<file path="src/rtl/pwmq_pkg.sv">
package pwmq_pkg;
   localparam int BUS_W        = 32;
   localparam int OFS_ENABLE   = 'h04;
   localparam int OFS_DISABLE  = 'h08;
   localparam int OFS_STATUS   = 'h0C;
   localparam int OFS_FLAGS    = 'h1C;
   localparam int CH_BASE      = 'h200;
   localparam int CH_STRIDE    = 'h20;
   localparam int OFS_MODE     = 'h00;
   localparam int OFS_DUTY     = 'h04;
   localparam int OFS_DUTY_UPD = 'h08;
   localparam int OFS_PER      = 'h0C;
   localparam int OFS_PER_UPD  = 'h10;
   localparam int MODE_POL_BIT = 9;
   localparam int MODE_SEL_BIT = 10;
endpackage

</file>
<file path="src/rtl/pwmq_prescaler.sv">
module pwmq_prescaler #(
   parameter int PRES_W   = 4,
   parameter int MAX_PRES = 10
) (
   input  logic              clk,
   input  logic              rst_n,
   input  logic              run,
   input  logic [PRES_W-1:0] pres,
   output logic              tick
);
   generate
      if (MAX_PRES == 0) begin : g_nodiv
         logic [PRES_W-1:0] unused_pres;
         assign unused_pres = pres;
         assign tick = run;
      end else begin : g_div
         localparam int DIV_W = MAX_PRES;
         logic [DIV_W-1:0] div_q;
         logic [DIV_W-1:0] mask;
         assign mask = ~({DIV_W{1'b1}} << pres);
         assign tick = run && (div_q == mask);
         always_ff @(posedge clk or negedge rst_n) begin
            if (!rst_n)            div_q <= '0;
            else if (!run || tick) div_q <= '0;
            else                   div_q <= div_q + 1'b1;
         end
      end
   endgenerate
endmodule

</file>
<file path="src/rtl/pwmq_chan.sv">
module pwmq_chan #(
   parameter int CNT_W    = 16,
   parameter int PRES_W   = 4,
   parameter int MAX_PRES = 10
) (
   input  logic              clk,
   input  logic              rst_n,
   input  logic              en_req,
   input  logic              dis_req,
   input  logic              mode_we,
   input  logic              duty_we,
   input  logic              duty_upd_we,
   input  logic              per_we,
   input  logic              per_upd_we,
   input  logic [CNT_W-1:0]  wr_cnt,
   input  logic [PRES_W-1:0] wr_pres,
   input  logic              wr_pol,
   input  logic              wr_sel,
   output logic              run_o,
   output logic              start_o,
   output logic              pwm_o,
   output logic [PRES_W-1:0] pres_o,
   output logic              pol_o,
   output logic              sel_o,
   output logic [CNT_W-1:0]  duty_o,
   output logic [CNT_W-1:0]  per_o
);
   logic              run_q, stop_q, dpend_q, ppend_q, tick, last, wrap;
   logic [CNT_W-1:0]  cnt_q, duty_q, per_q, dbuf_q, pbuf_q;
   logic [CNT_W:0]    cnt_inc;
   logic [PRES_W-1:0] pres_q;
   logic              pol_q, sel_q;

   pwmq_prescaler #(.PRES_W(PRES_W), .MAX_PRES(MAX_PRES)) u_pre (
      .clk(clk), .rst_n(rst_n), .run(run_q), .pres(pres_q), .tick(tick));

   assign cnt_inc = {1'b0, cnt_q} + 1'b1;
   assign last    = cnt_inc >= {1'b0, per_q};
   assign wrap    = run_q && tick && last;
   assign start_o = (en_req && !run_q) || (wrap && !stop_q);

   always_ff @(posedge clk or negedge rst_n) begin
      if (!rst_n) begin
         run_q <= 1'b0; stop_q <= 1'b0; cnt_q <= '0;
      end else if (en_req && !run_q) begin
         run_q <= 1'b1; stop_q <= 1'b0; cnt_q <= '0;
      end else if (run_q) begin
         if (en_req)       stop_q <= 1'b0;
         else if (dis_req) stop_q <= 1'b1;
         if (tick)         cnt_q <= last ? '0 : cnt_q + 1'b1;
         if (wrap && stop_q) begin
            run_q <= 1'b0; stop_q <= 1'b0;
         end
      end
   end

   always_ff @(posedge clk or negedge rst_n) begin
      if (!rst_n) begin
         duty_q <= '0; per_q <= '0; dbuf_q <= '0; pbuf_q <= '0;
         dpend_q <= 1'b0; ppend_q <= 1'b0;
         pres_q <= '0; pol_q <= 1'b0; sel_q <= 1'b0;
      end else if (!run_q) begin
         if (duty_we || duty_upd_we) duty_q <= wr_cnt;
         if (per_we || per_upd_we)   per_q  <= wr_cnt;
         if (mode_we) begin
            pres_q <= (wr_pres > PRES_W'(MAX_PRES)) ? PRES_W'(MAX_PRES) : wr_pres;
            pol_q  <= wr_pol;
            sel_q  <= wr_sel;
         end
      end else begin
         if (wrap && dpend_q) begin duty_q <= dbuf_q; dpend_q <= 1'b0; end
         if (wrap && ppend_q) begin per_q  <= pbuf_q; ppend_q <= 1'b0; end
         if (duty_upd_we) begin dbuf_q <= wr_cnt; dpend_q <= 1'b1; end
         if (per_upd_we)  begin pbuf_q <= wr_cnt; ppend_q <= 1'b1; end
      end
   end

   assign pwm_o  = pol_q ^ (run_q && (cnt_q >= duty_q));
   assign run_o  = run_q;
   assign pres_o = pres_q;
   assign pol_o  = pol_q;
   assign sel_o  = sel_q;
   assign duty_o = duty_q;
   assign per_o  = per_q;
endmodule

</file>
<file path="src/rtl/pwmq_top.sv">
module pwmq_top
   import pwmq_pkg::*;
#(
   parameter int NUM_CH     = 4,
   parameter int CNT_W      = 16,
   parameter int PRES_W     = 4,
   parameter int MAX_PRES   = 10,
   parameter int ADDR_W     = 12,
   parameter bit SHARED_UPD = 1'b0
) (
   input  logic              clk,
   input  logic              rst_n,
   input  logic              bus_en,
   input  logic              bus_we,
   input  logic [ADDR_W-1:0] bus_addr,
   input  logic [BUS_W-1:0]  bus_wdata,
   output logic [BUS_W-1:0]  bus_rdata,
   output logic [NUM_CH-1:0] pwm_out
);
   localparam int CH_SH    = $clog2(CH_STRIDE);
   localparam int CH_IDX_W = (NUM_CH > 1) ? $clog2(NUM_CH) : 1;
   localparam int CH_SPAN  = NUM_CH * CH_STRIDE;

   generate
      if (NUM_CH < 1 || NUM_CH > 16) begin : g_chk_ch
         $error("NUM_CH must lie in 1..16");
      end
      if (CNT_W < 2 || CNT_W >= BUS_W) begin : g_chk_cnt
         $error("CNT_W must lie in 2..31");
      end
      if (MAX_PRES >= (1 << PRES_W) || PRES_W > 4) begin : g_chk_pres
         $error("MAX_PRES must fit the 4-bit prescaler field");
      end
      if (CH_BASE + CH_SPAN > (1 << ADDR_W)) begin : g_chk_addr
         $error("ADDR_W too narrow for the channel region");
      end
   endgenerate

   logic                  acc_wr, acc_rd, ch_hit, rd_flags;
   logic [ADDR_W-1:0]     ch_rel;
   logic [CH_IDX_W-1:0]   ch_sel;
   logic [CH_SH-1:0]      ofs;
   logic [NUM_CH-1:0]     run_vec, start_vec, pol_vec, sel_vec, flag_q;
   logic [CNT_W-1:0]      duty_a [NUM_CH];
   logic [CNT_W-1:0]      per_a  [NUM_CH];
   logic [PRES_W-1:0]     pres_a [NUM_CH];
   logic [NUM_CH*PRES_W-1:0] pres_flat;
   logic [BUS_W-1:0]      rd_nxt;
   logic                  unused_wbits;

   assign unused_wbits = ^bus_wdata[BUS_W-1:CNT_W];
   assign acc_wr   = bus_en && bus_we;
   assign acc_rd   = bus_en && !bus_we;
   assign ch_rel   = bus_addr - ADDR_W'(CH_BASE);
   assign ch_hit   = (bus_addr >= ADDR_W'(CH_BASE)) && (ch_rel < ADDR_W'(CH_SPAN));
   assign ch_sel   = ch_rel[CH_SH +: CH_IDX_W];
   assign ofs      = ch_rel[CH_SH-1:0];
   assign rd_flags = acc_rd && (bus_addr == ADDR_W'(OFS_FLAGS));

   for (genvar n = 0; n < NUM_CH; n++) begin : g_ch
      logic hit, wr_ofs_pupd;
      assign hit         = acc_wr && ch_hit && (ch_sel == CH_IDX_W'(n));
      assign wr_ofs_pupd = hit && (ofs == CH_SH'(OFS_PER_UPD));

      pwmq_chan #(.CNT_W(CNT_W), .PRES_W(PRES_W), .MAX_PRES(MAX_PRES)) u_chan (
         .clk        (clk),
         .rst_n      (rst_n),
         .en_req     (acc_wr && (bus_addr == ADDR_W'(OFS_ENABLE))  && bus_wdata[n]),
         .dis_req    (acc_wr && (bus_addr == ADDR_W'(OFS_DISABLE)) && bus_wdata[n]),
         .mode_we    (hit && (ofs == CH_SH'(OFS_MODE))),
         .duty_we    (hit && (ofs == CH_SH'(OFS_DUTY))),
         .duty_upd_we((hit && (ofs == CH_SH'(OFS_DUTY_UPD))) ||
                      (SHARED_UPD && wr_ofs_pupd && !sel_vec[n])),
         .per_we     (hit && (ofs == CH_SH'(OFS_PER))),
         .per_upd_we (wr_ofs_pupd && (!SHARED_UPD || sel_vec[n])),
         .wr_cnt     (bus_wdata[CNT_W-1:0]),
         .wr_pres    (bus_wdata[PRES_W-1:0]),
         .wr_pol     (bus_wdata[MODE_POL_BIT]),
         .wr_sel     (bus_wdata[MODE_SEL_BIT]),
         .run_o      (run_vec[n]),
         .start_o    (start_vec[n]),
         .pwm_o      (pwm_out[n]),
         .pres_o     (pres_a[n]),
         .pol_o      (pol_vec[n]),
         .sel_o      (sel_vec[n]),
         .duty_o     (duty_a[n]),
         .per_o      (per_a[n])
      );
      assign pres_flat[n*PRES_W +: PRES_W] = pres_a[n];
   end

   always_comb begin
      rd_nxt = '0;
      if (bus_addr == ADDR_W'(OFS_STATUS))     rd_nxt = BUS_W'(run_vec);
      else if (bus_addr == ADDR_W'(OFS_FLAGS)) rd_nxt = BUS_W'(flag_q);
      else if (ch_hit) begin
         if (ofs == CH_SH'(OFS_MODE)) begin
            rd_nxt[PRES_W-1:0]   = pres_a[ch_sel];
            rd_nxt[MODE_POL_BIT] = pol_vec[ch_sel];
            rd_nxt[MODE_SEL_BIT] = sel_vec[ch_sel];
         end
         else if (ofs == CH_SH'(OFS_DUTY)) rd_nxt = BUS_W'(duty_a[ch_sel]);
         else if (ofs == CH_SH'(OFS_PER))  rd_nxt = BUS_W'(per_a[ch_sel]);
      end
   end

   always_ff @(posedge clk or negedge rst_n) begin
      if (!rst_n) begin
         bus_rdata <= '0;
         flag_q    <= '0;
      end else begin
         if (acc_rd) bus_rdata <= rd_nxt;
         flag_q <= (rd_flags ? '0 : flag_q) | start_vec;
      end
   end
endmodule

</file>
<file path="config.mk">
export PLATFORM = sky130hd
export DESIGN_NAME = pwmq_top
export DESIGN_NICKNAME = d
export VERILOG_FILES = /design/src/rtl/pwmq_pkg.sv /design/src/rtl/pwmq_prescaler.sv /design/src/rtl/pwmq_chan.sv /design/src/rtl/pwmq_top.sv
export SDC_FILE = /design/constraint.sdc
export NUM_CORES = 1
export LEC_CHECK = 0
export ABC_CLOCK_PERIOD_IN_PS = 5070
export BUFFER_PORTS_ARGS = -buffer_cell sky130_fd_sc_hd__buf_2
export CORE_UTILIZATION = 60
export DETAILED_ROUTE_END_ITERATION = 10
export GPL_TIMING_DRIVEN = 1
export PLACE_DENSITY = 0.77
export RECOVER_POWER = 100
export REMOVE_ABC_BUFFERS = 1
export SLEW_MARGIN = 20
export SYNTH_ARGS = -nofsm -noshare
export SYNTH_HDL_FRONTEND = slang
export SYNTH_HIERARCHICAL = 1
export SYNTH_SLANG_ARGS = --single-unit
</file>
<file path="constraint.sdc">
create_clock -name clk -period 5.07 [get_ports clk]
set_input_delay 0 -clock clk [delete_from_list [all_inputs] [get_ports clk]]
set_output_delay 0 -clock clk [all_outputs]
set_load 0.05 [all_outputs]
</file>
# Word level (Yosys, flattened, before mapping)

Cells that the tools add are included.

Output and inout port bits: 36
RAM bits: 0
Input bits: 48
Register bits after elaboration: 436
Memory bits (read-only): 0
Bits in latches: 0
Memories: 0
Logic and storage cells: 403

Multiplexer cells: 116
Add/sub/neg operators: 13
Bitwise operators: 14
Divide/modulo/power cells: 0
Multipliers: 0
Magnitude comparators: 13
Reduce and logical (&&, ||, !) cells: 166
Shifts and indexed selects: 4
Equal/unequal tests: 23

Operator list:

| cell                    | count |
|---|---|
| $mux W16                | 45 |
| $mux W32                | 4 |
| $logic_and A1 B1 Y1     | 75 |
| $reduce_and A2 Y1       | 36 |
| $add A16 B1 Y17 const B | 4 |
| $ge A17 B16 Y1          | 4 |
| $add A16 B1 Y16 const B | 4 |
| $bmux W16 S2            | 2 |
| $ge A16 B16 Y1          | 4 |
| $mux W1                 | 50 |
| $reduce_bool A2 Y1      | 24 |
| $add A10 B1 Y10 const B | 4 |
| $eq A10 B10 Y1          | 4 |
| $mux W10                | 4 |
| $not A10 Y10            | 4 |
| $shl A10 B4 Y10 const A | 4 |
| $eq A12 B4 Y1 const B   | 2 |
| $mux W21                | 1 |
| $mux W4                 | 5 |
| $logic_or A1 B1 Y1      | 16 |
| $ne A2 B2 Y1 const B    | 8 |
| $reduce_bool A4 Y1      | 4 |
| $eq A12 B3 Y1 const B   | 1 |
| $eq A12 B5 Y1 const B   | 1 |
| 22 further kinds        | 39 |

# Logic depth before layout (Yosys ltp)

Gate-level depths: netlist (run 1).

Depth in word-level cells: 11
Mapped depth: 14
Depth with buffers taken out: 13

# Modules after synthesis

The synthesis (run 1) kept the hierarchy.

By module, submodules not included:

| module         | seq. area each (µm²) | times used | area each (µm²) | cells each |
|---|---|---|---|---|
| pwmq_chan      | 2252.2               | 4          | 4819.6          | 431 |
| pwmq_prescaler | 250.2                | 4          | 733.2           | 80 |
| pwmq_top       | 500.5                | 1          | 2560.0          | 234 |

# Worst setup path after synthesis (run 1)

OpenSTA, ideal clock, no wires.

Path type: register to register
From: register g_ch[0].u_chan.cnt_q[6]
To: register flag_q[0]
Slack: 1.870 ns
Path buffers: 1
Arrival time: 3.082 ns
Cell stages (with the launch flop): 15
Period minus slack after synthesis: 3.200 ns
Setup time: 0.118 ns
Data required time: 4.952 ns
Cell sequence: dfrtp_1 clkbuf_2 and4_1 nand3_1 nor3_1 nand2_1 xnor2_1 ha_1 a21o_1 a21o_1 a21o_1 a211oi_4 a21boi_0 a22o_1 a21o_1

Longest elaborated chain between the ends: 6

Ends and longest elaborated chain:

| what                   | line            | text |
|---|---|---|
| start, declared        | pwmq_chan.sv:29 | `logic [CNT_W-1:0] cnt_q, duty_q, per_q, dbuf_q, pbuf_q;` |
| start signal, assigned | pwmq_chan.sv:50 | `if (tick) cnt_q <= last ? '0 : cnt_q + 1'b1;` |
| $add A16 B1 Y17        | pwmq_chan.sv:37 | `assign cnt_inc = {1'b0, cnt_q} + 1'b1;` |
| $ge A17 B16 Y1         | pwmq_chan.sv:38 | `assign last = cnt_inc >= {1'b0, per_q};` |
| $logic_and A1 B1 Y1    | pwmq_chan.sv:39 | `assign wrap = run_q && tick && last;` |
| $logic_and A1 B1 Y1    | pwmq_chan.sv:40 | `assign start_o = (en_req && !run_q) \|\| (wrap && !stop_q);` |
| $logic_or A1 B1 Y1     | pwmq_chan.sv:40 |  |
| named net start_vec[0] | pwmq_top.sv:43  | `logic [NUM_CH-1:0] run_vec, start_vec, pol_vec, sel_vec, flag_q;` |
| $or A4 B4 Y4           | pwmq_top.sv:113 | `flag_q <= (rd_flags ? '0 : flag_q) \| start_vec;` |
| end signal, assigned   | pwmq_top.sv:113 |  |
| end, declared          | pwmq_top.sv:43  |  |

The timed path passes the listed nets, and every way through them passes these cells.
A chain may end at the register's enable or synchronous reset.

# Worst setup path after layout (run 1)

From: register g_ch[3].u_chan.cnt_q[2]
To: register g_ch[3].u_chan.duty_q[4]

Longest elaborated chain between the ends: 6

Ends and longest elaborated chain:

| what                        | line            | text |
|---|---|---|
| start, declared             | pwmq_chan.sv:29 |  |
| start signal, assigned      | pwmq_chan.sv:50 |  |
| $add A16 B1 Y17             | pwmq_chan.sv:37 |  |
| $ge A17 B16 Y1              | pwmq_chan.sv:38 |  |
| $logic_and A1 B1 Y1         | pwmq_chan.sv:39 |  |
| $logic_and A1 B1 Y1         | pwmq_chan.sv:71 | `if (wrap && dpend_q) begin duty_q <= dbuf_q; dpend_q <= 1'b0; end` |
| $ne A2 B2 Y1 (no line)      | n/a             |  |
| $reduce_and A2 Y1 (no line) | n/a             |  |
| end signal, assigned        | pwmq_chan.sv:63 | `if (duty_we \|\| duty_upd_we) duty_q <= wr_cnt;` |
| end, declared               | pwmq_chan.sv:29 |  |

No other way between the ends.

==> results of run 1 <==
[cell type report]
cell class | instances | area, um^2
Inverter | 167 | 626.9
Clock inverter | 11 | 105.1
Fill cell | 3187 | 13870
Tap cell | 532 | 665.6
Timing Repair Buffer | 97 | 655.6
Clock buffer | 75 | 1464
Multi-Input combinational cell | 1594 | 12830
Sequential cell | 420 | 10520
[Yosys cell counts, types with 5 or more instances]
cell type  number
a31oi_4         8
nand2_1       103
a211o_1        12
xnor2_1        56
buf_4          21
a211oi_1       12
nor3_1         17
nor4_1         12
clkbuf_1       43
nand2b_1       29
a21boi_0       12
buf_2          13
nor2_1         97
a22oi_1        18
o21bai_1        8
mux2i_1       136
nand3_2         5
nand3_1        70
nand4_1        21
o21ai_0        74
buf_1           5
mux2_2        140
nor2b_1        78
mux4_1         16
ha_1          137
a32o_1         48
mux4_2         22
dfrtp_1       420
a21o_1         40
and3_1         22
and2_1         27
a31oi_1        12
clkbuf_2        6
a21oi_1       184
buf_6          18
xor2_1         33
o2111ai_1      20
inv_1         167
[sequential cells by signal (all words and copies together) (netlist names), 16 cells and up]
name,cells
g_ch.u_chan/dbuf_q,64
g_ch.u_chan/per_o,64
g_ch.u_chan/duty_o,64
g_ch.u_chan/pbuf_q,64
g_ch.u_chan/pres_o,16
g_ch.u_chan/u_pre/g_div.div_q,40
g_ch.u_chan/cnt_q,64
bus_rdata,16
[per-layer routing]
metal / part of all wire / GRT usage / vias to the layer above
li1: - / - / 8380
met1: 0.42 / 0.4450 / 9310
met2: 0.46 / 0.5168 / 691
met3: 0.085 / 0.07285 / 141
met5: 0.00038 / 0 / -
met4: 0.029 / 0.09974 / 4
[power by group through the flow]
| stage | Sequential, W | Combinational, W | Clock, W |
|---|---|---|---|
| after CTS | 0.00336 | 0.000294 | 0.00352 |
| after global routing | 0.00336 | 0.000319 | 0.00364 |
| after detailed placement | 0.00342 | 0.000280 | 0 |
| after floorplan | 0.00342 | 0.000114 | 0 |
| final | 0.00336 | 0.000289 | 0.00346 |
| after global placement | 0.00342 | 0.000272 | 0 |
[stage by stage]
step / util / instances / hold slack [ps] / setup slack, ps
2_1_floorplan: - / 2181 / -295.6 / 1911
3_3_place_gp: 0.6188 / 2784 / 124.9 / 1251
3_5_place_dp: 0.6188 / 2784 / 140.1 / 1143
4_1_cts: 0.6637 / 2896 / 0.8114 / 1101
5_1_grt: 0.6594 / 2896 / 18.51 / 433.7
6_report: 0.6594 / 2896 / 41.79 / 690.5
[worst min path at each step]
| stage | start | end | slack (ps) |
|---|---|---|---|
| after floorplan | rst_n | bus_rdata[0]$_DFFE_PN0P_ | -300 |
| after global placement | rst_n | g_ch[2].u_chan/u_pre/g_div.div_q[5]$_DFF_PN0_ | 120 |
| final | bus_wdata[10] | g_ch[2].u_chan/dbuf_q[10]$_DFFE_PN0P_ | 40 |
| after global routing | bus_wdata[10] | g_ch[2].u_chan/sel_o$_DFFE_PN0P_ | 20 |
| after detailed placement | rst_n | g_ch[2].u_chan/u_pre/g_div.div_q[5]$_DFF_PN0_ | 140 |
| after CTS | bus_wdata[10] | g_ch[3].u_chan/pbuf_q[10]$_DFFE_PN0P_ | 0.8 |
[cell families (layout without fill, tap and decap cells)]
kind of cell	count (synthesis)	in the layout	share of synthesized area
other	1	16	0.0001514
adders and majority gates	137	137	0.06920
buffers and inverters	279	350	0.05480
xor gates and xnor gates	89	89	0.03147
DFF	420	420	0.4243
and+or+nand+nor	530	530	0.1182
AOI/OAI and AO/OA	508	508	0.1463
muxes	314	314	0.1556
[worst max-delay path, delay by kind of cell (launching register included)]
family                     cells  cell delay (ps)
xor gates and xnor gates       1              180
adders and majority gates      1              310
muxes                          1              310
and+or+nand+nor                6             1650
DFF                            1              450
AOI/OAI and AO/OA              2             1380
==> qor.csv, run 1 <==
metric,value,unit
vias_post_dr,18526,
synth_cell_type_count,77,
cts_max_path_buffers,3,
crit_start,g_ch[3].u_chan/cnt_q[2]$_DFFE_PN0P_,
max_freq,0.2283,GHz
area_after_detailed_placement,25210,um^2
cts-root-buf,clkbuf_16,
first_iter_violations,1659,
clk_pin_slew,60,ps
synth-seq-cells,420,
antenna_found_initial,7,
unrepaired_setup_endpoints_after_global_routing,false,
final.setup.tns,0,ps
clock_power_share,0.487,
remaining_drc_errors,0,
gr-usage-all-layers,0.3252,
max_cap_viol_count,5,
viasPerCell,6.397,
max_slew_margin,-1.041,
final_max_slew_viol_count,144,
grt_max_degree,152,
yosysSeqAreaShare,0.4243,
failed_checks,"max-capacitance violations, max-slew violations",
routed_wirelength,66620,um
finalSetupViolations,0,
last_weighted_congestion_value_of_the_routability_driven_placer,0.9624,
run_status,finished with violations,
crit-reg2reg-capture,g_ch[3].u_chan/duty_o[4]$_DFFE_PN0P_,
start_kind,register,
final_period_minus_worst_setup_slack,4380,ps
std_cell_rows,74,
report.final.hold_viol_count,0,
p_comb_frac,0.041,
syn-instance-count,2278,
timing.critical_path.to,g_ch[3].u_chan/duty_o[4]$_DFFE_PN0P_,
critPathSlowestCell,a31oi_2,
final.period_utilization,0.8638,
layout-area-overhead-vs-synth,8.450,%
max_slew.worst_pin.slew,3061,ps
final.setup_skew,21.03,ps
vdd.ir_drop.worst,0.3033,mV
antenna-diode-count,0,
holdCritPathClass,in2reg,
wire_length_of_the_first_global_routing_pass,104300,um
synth_top_cell_area_share,0.4243,
synth.largest_area_cell,dfrtp_1,
mappedNetlistArea,24770,um^2
i_o_pin_cnt,84,
p_sw,0.001610,W
drt.antenna.violating_nets,0,
die_h,205.2,um
tritoncts,done,
cts-resized-gates,0,
hold-path-cell-count,2,
dp.final_hpwl,46970,um
synth_edf_count,0,
clk-insertion-delay-late,590,ps
synth-async-reset-ratio,1.000,
final_cell_area,26860,um^2
synth.avg_cell_area,10.87,um^2
cts-buffers-inserted,47,
cts_sinks,420,
post_route_cells_drive_above_1_share,0.1421,
setup.worst_path.class,reg2reg,
route.detailed.wl_per_inst,23.00,um
reg2regPathDepth,11,
critPathRequiredTime,5550,ps
max_stage_delay,1150,ps
power.sequential.fraction,0.472,
leakage,12.82,nW
layout.cells.most_common_list,"dfrtp_1, a21oi_1, inv_1",
floorplan.core_area,40740,um^2
total_chip_power,0.007110,W
cts_hold_repair.buffers,26,
yosys_warnings,6,
r2r_start,g_ch[3].u_chan/cnt_q[2]$_DFFE_PN0P_,
port_buffers,51,
setup.reg_to_reg.worst_slack,690,ps
drt-pass1-iter-count,5,
end_kind,register,
mostFrequentLayoutCell,dfrtp_1,
power.density_cell_area,264.7,nW/um^2
cell_types_occupying_the_most_area_after_synthesis,"dfrtp_1, ha_1, mux2_2",
cell_internal_pwr,0.005500,W
cp_data_arrival_time,4860,ps
switching_share,0.2265,
synth_ff_type,dfrtp_1,
number_of_global_route_vias_before_repair,18542,
nNetsFinal,2512,
htree_levels,2,
die_x,205.2,um
critical_path.cell_chain,"and3_1, nand3_1, nor3_1, nand2_1, xnor2_1, ha_1, nand4_1, nor4_1, a211oi_4, a31oi_2, mux2i_1",
initial_core_util,0.6080,
cts_setup_buffers,0,
grt_overflow,0,
critical_path_peak_fanout,16,
die_area,42100,um^2
No activity file was read; power rests on OpenSTA's default activity.
==> run 2, diff against run 1 <==
--- a/config.mk
+++ b/config.mk
@@ -8,6 +8,7 @@
 export ABC_CLOCK_PERIOD_IN_PS = 5070
 export BUFFER_PORTS_ARGS = -buffer_cell sky130_fd_sc_hd__buf_2
 export CORE_UTILIZATION = 60
+export CTS_BUF_LIST = sky130_fd_sc_hd__clkbuf_16
 export DETAILED_ROUTE_END_ITERATION = 10
 export GPL_TIMING_DRIVEN = 1
 export PLACE_DENSITY = 0.77
==> run 2 against run 1 <==
  * Core utilization shrank 0.30 points
  * Worst hold slack improved by 5.1 ps
  * Largest power group is now registers
  * Clock skew up 0.85 ps
  * The flow still finishes with violations (max-capacitance violations, max-slew violations)
  * Non-clock buffer count unchanged
  * Critical path type unchanged
==> qor.csv, run 2 (same netlist as run 1, synthesis figures left out) <==
metric,value,unit
cts_setup_buffers,0,
viasPerCell,6.396,
final_period_minus_worst_setup_slack,4395,ps
power.density_cell_area,256.5,nW/um^2
total_chip_power,0.006859,W
htree_levels,2,
place.detailed.instances,2784,
clk-insertion-delay-late,590,ps
post_route_cells_drive_above_1_share,0.1371,
end_kind,register,
max_slew.worst_pin.slew,3023,ps
vdd.ir_drop.worst,0.2472,mV
first_iter_violations,1577,
layout-area-overhead-vs-synth,7.955,%
port_buffers,51,
max_cap_viol_count,5,
setup.worst_path.class,reg2reg,
drt.antenna.violating_nets,0,
gr-usage-all-layers,0.3247,
fill_cell_instance_count_of_the_final_layout,3216,
failed_checks,"max-capacitance violations, max-slew violations",
final.setup_skew,21.88,ps
nNetsFinal,2512,
remaining_drc_errors,0,
drt-pass1-iter-count,9,
layout.cells.most_common_list,"dfrtp_1, a21oi_1, inv_1",
critical_path_peak_fanout,16,
cts-buffers-inserted,47,
unrepaired_setup_endpoints_after_global_routing,false,
leakage,12.79,nW
final-instance-count-excl-fill,2898,
max_freq,0.2275,GHz
finalSetupViolations,0,
initial_core_util,0.6080,
run_status,finished with violations,
number_of_global_route_vias_before_repair,18534,
route.detailed.wl_per_inst,22.92,um
antenna_found_initial,7,
grt_max_degree,152,
max_slew_margin,-1.015,
routed_wirelength,66420,um
report.final.hold_viol_count,0,
final.setup.tns,0,ps
regArea,10520,um^2
mostFrequentLayoutCell,dfrtp_1,
cts_max_path_buffers,3,
holdWs,46.87,ps
wire_length_of_the_first_global_routing_pass,104100,um
final_max_slew_viol_count,144,
holdCritPathClass,in2reg,
std_cell_rows,74,
grt_overflow,0,
die_area,42100,um^2
i_o_pin_cnt,84,
floorplan.core_area,40740,um^2
cts_sinks,420,
final.period_utilization,0.8669,
post-route-worst-setup-slack,675.0,ps
critPathRequiredTime,5550,ps
multi_input_area,12840,um^2
clk_pin_slew,60,ps
vias_post_dr,18535,
start_kind,register,
die_h,205.2,um
die_x,205.2,um
detailedPlace.worstSlack,1143,ps
cp_data_arrival_time,4870,ps
tritoncts,done,
dp.final_hpwl,46970,um
last_weighted_congestion_value_of_the_routability_driven_placer,0.9624,
cts-resized-gates,0,
cts-root-buf,clkbuf_16,
[run 2: critical path, cell delays in order, from the launching register on]
cell,delay [ps]
dfrtp_1,460
and3_1,260
nand3_1,190
nor3_1,400
nand2_1,130
xnor2_1,170
ha_1,310
nand4_1,190
nor4_1,470
a211oi_4,230
a31oi_2,1170
mux2i_1,310
[run 2: repair_timing]
| action | CTS | global route |
|---|---|---|
| endpoints found under the setup margin | 0 | 0 |
| hold buffers | 26 | 0 |
| hold endpoints to repair | 250 | 0 |
[run 2: layout make-up]
| class | instances | share of cell area |
|---|---|---|
| clock inverter | 37 | 0.007580 |
| clock buffer | 49 | 0.04585 |
| multi-input combinational | 1594 | 0.4803 |
| tap | 532 | 0.02489 |
| sequential | 420 | 0.3932 |
| inverter | 167 | 0.02344 |
| antenna | 2 | 0.0001872 |
| timing repair buffer | 97 | 0.02452 |
[run 2: layer usage]
metal	routed length [um]	part of all wire	track usage
met1	27900	0.42	0.4426
met2	30940	0.47	0.5147
met3	5586	0.084	0.07602
met4	1970	0.030	0.1013
met5	25	0.00038	0
[run 2: stage by stage]
step	instance area, um^2	utilization
after global routing	26740	0.6563
after floorplan	24100	-
after detailed placement	25210	0.6188
after global placement	25210	0.6188
final	26740	0.6564
after CTS	26900	0.6602
[run 2: final timing paths]
check	startpoint	to	slack, ps	cells past startpoint
max	g_ch[3].u_chan/cnt_q[2]$_DFFE_PN0P_	g_ch[3].u_chan/duty_o[4]$_DFFE_PN0P_	670	11
min	bus_wdata[3]	g_ch[3].u_chan/pres_o[1]$_DFFE_PN0P_	50	3
max reg2reg	g_ch[3].u_chan/cnt_q[2]$_DFFE_PN0P_	g_ch[3].u_chan/duty_o[4]$_DFFE_PN0P_	670	11
min reg2reg	flag_q[0]$_DFF_PN0_	flag_q[0]$_DFF_PN0_	480	1
max in group asynchronous	rst_n	g_ch[2].u_chan/run_o$_DFF_PN0_	1650	3
min in group asynchronous	rst_n	g_ch[2].u_chan/u_pre/g_div.div_q[5]$_DFF_PN0_	900	2
[run 2: report_power, final]
group,leakage [nW],internal [W],switching [W]
clock network,0.753,0.00183,0.00138
registers,5.09,0.00335,0.00000262
logic,6.94,0.0000760,0.000213
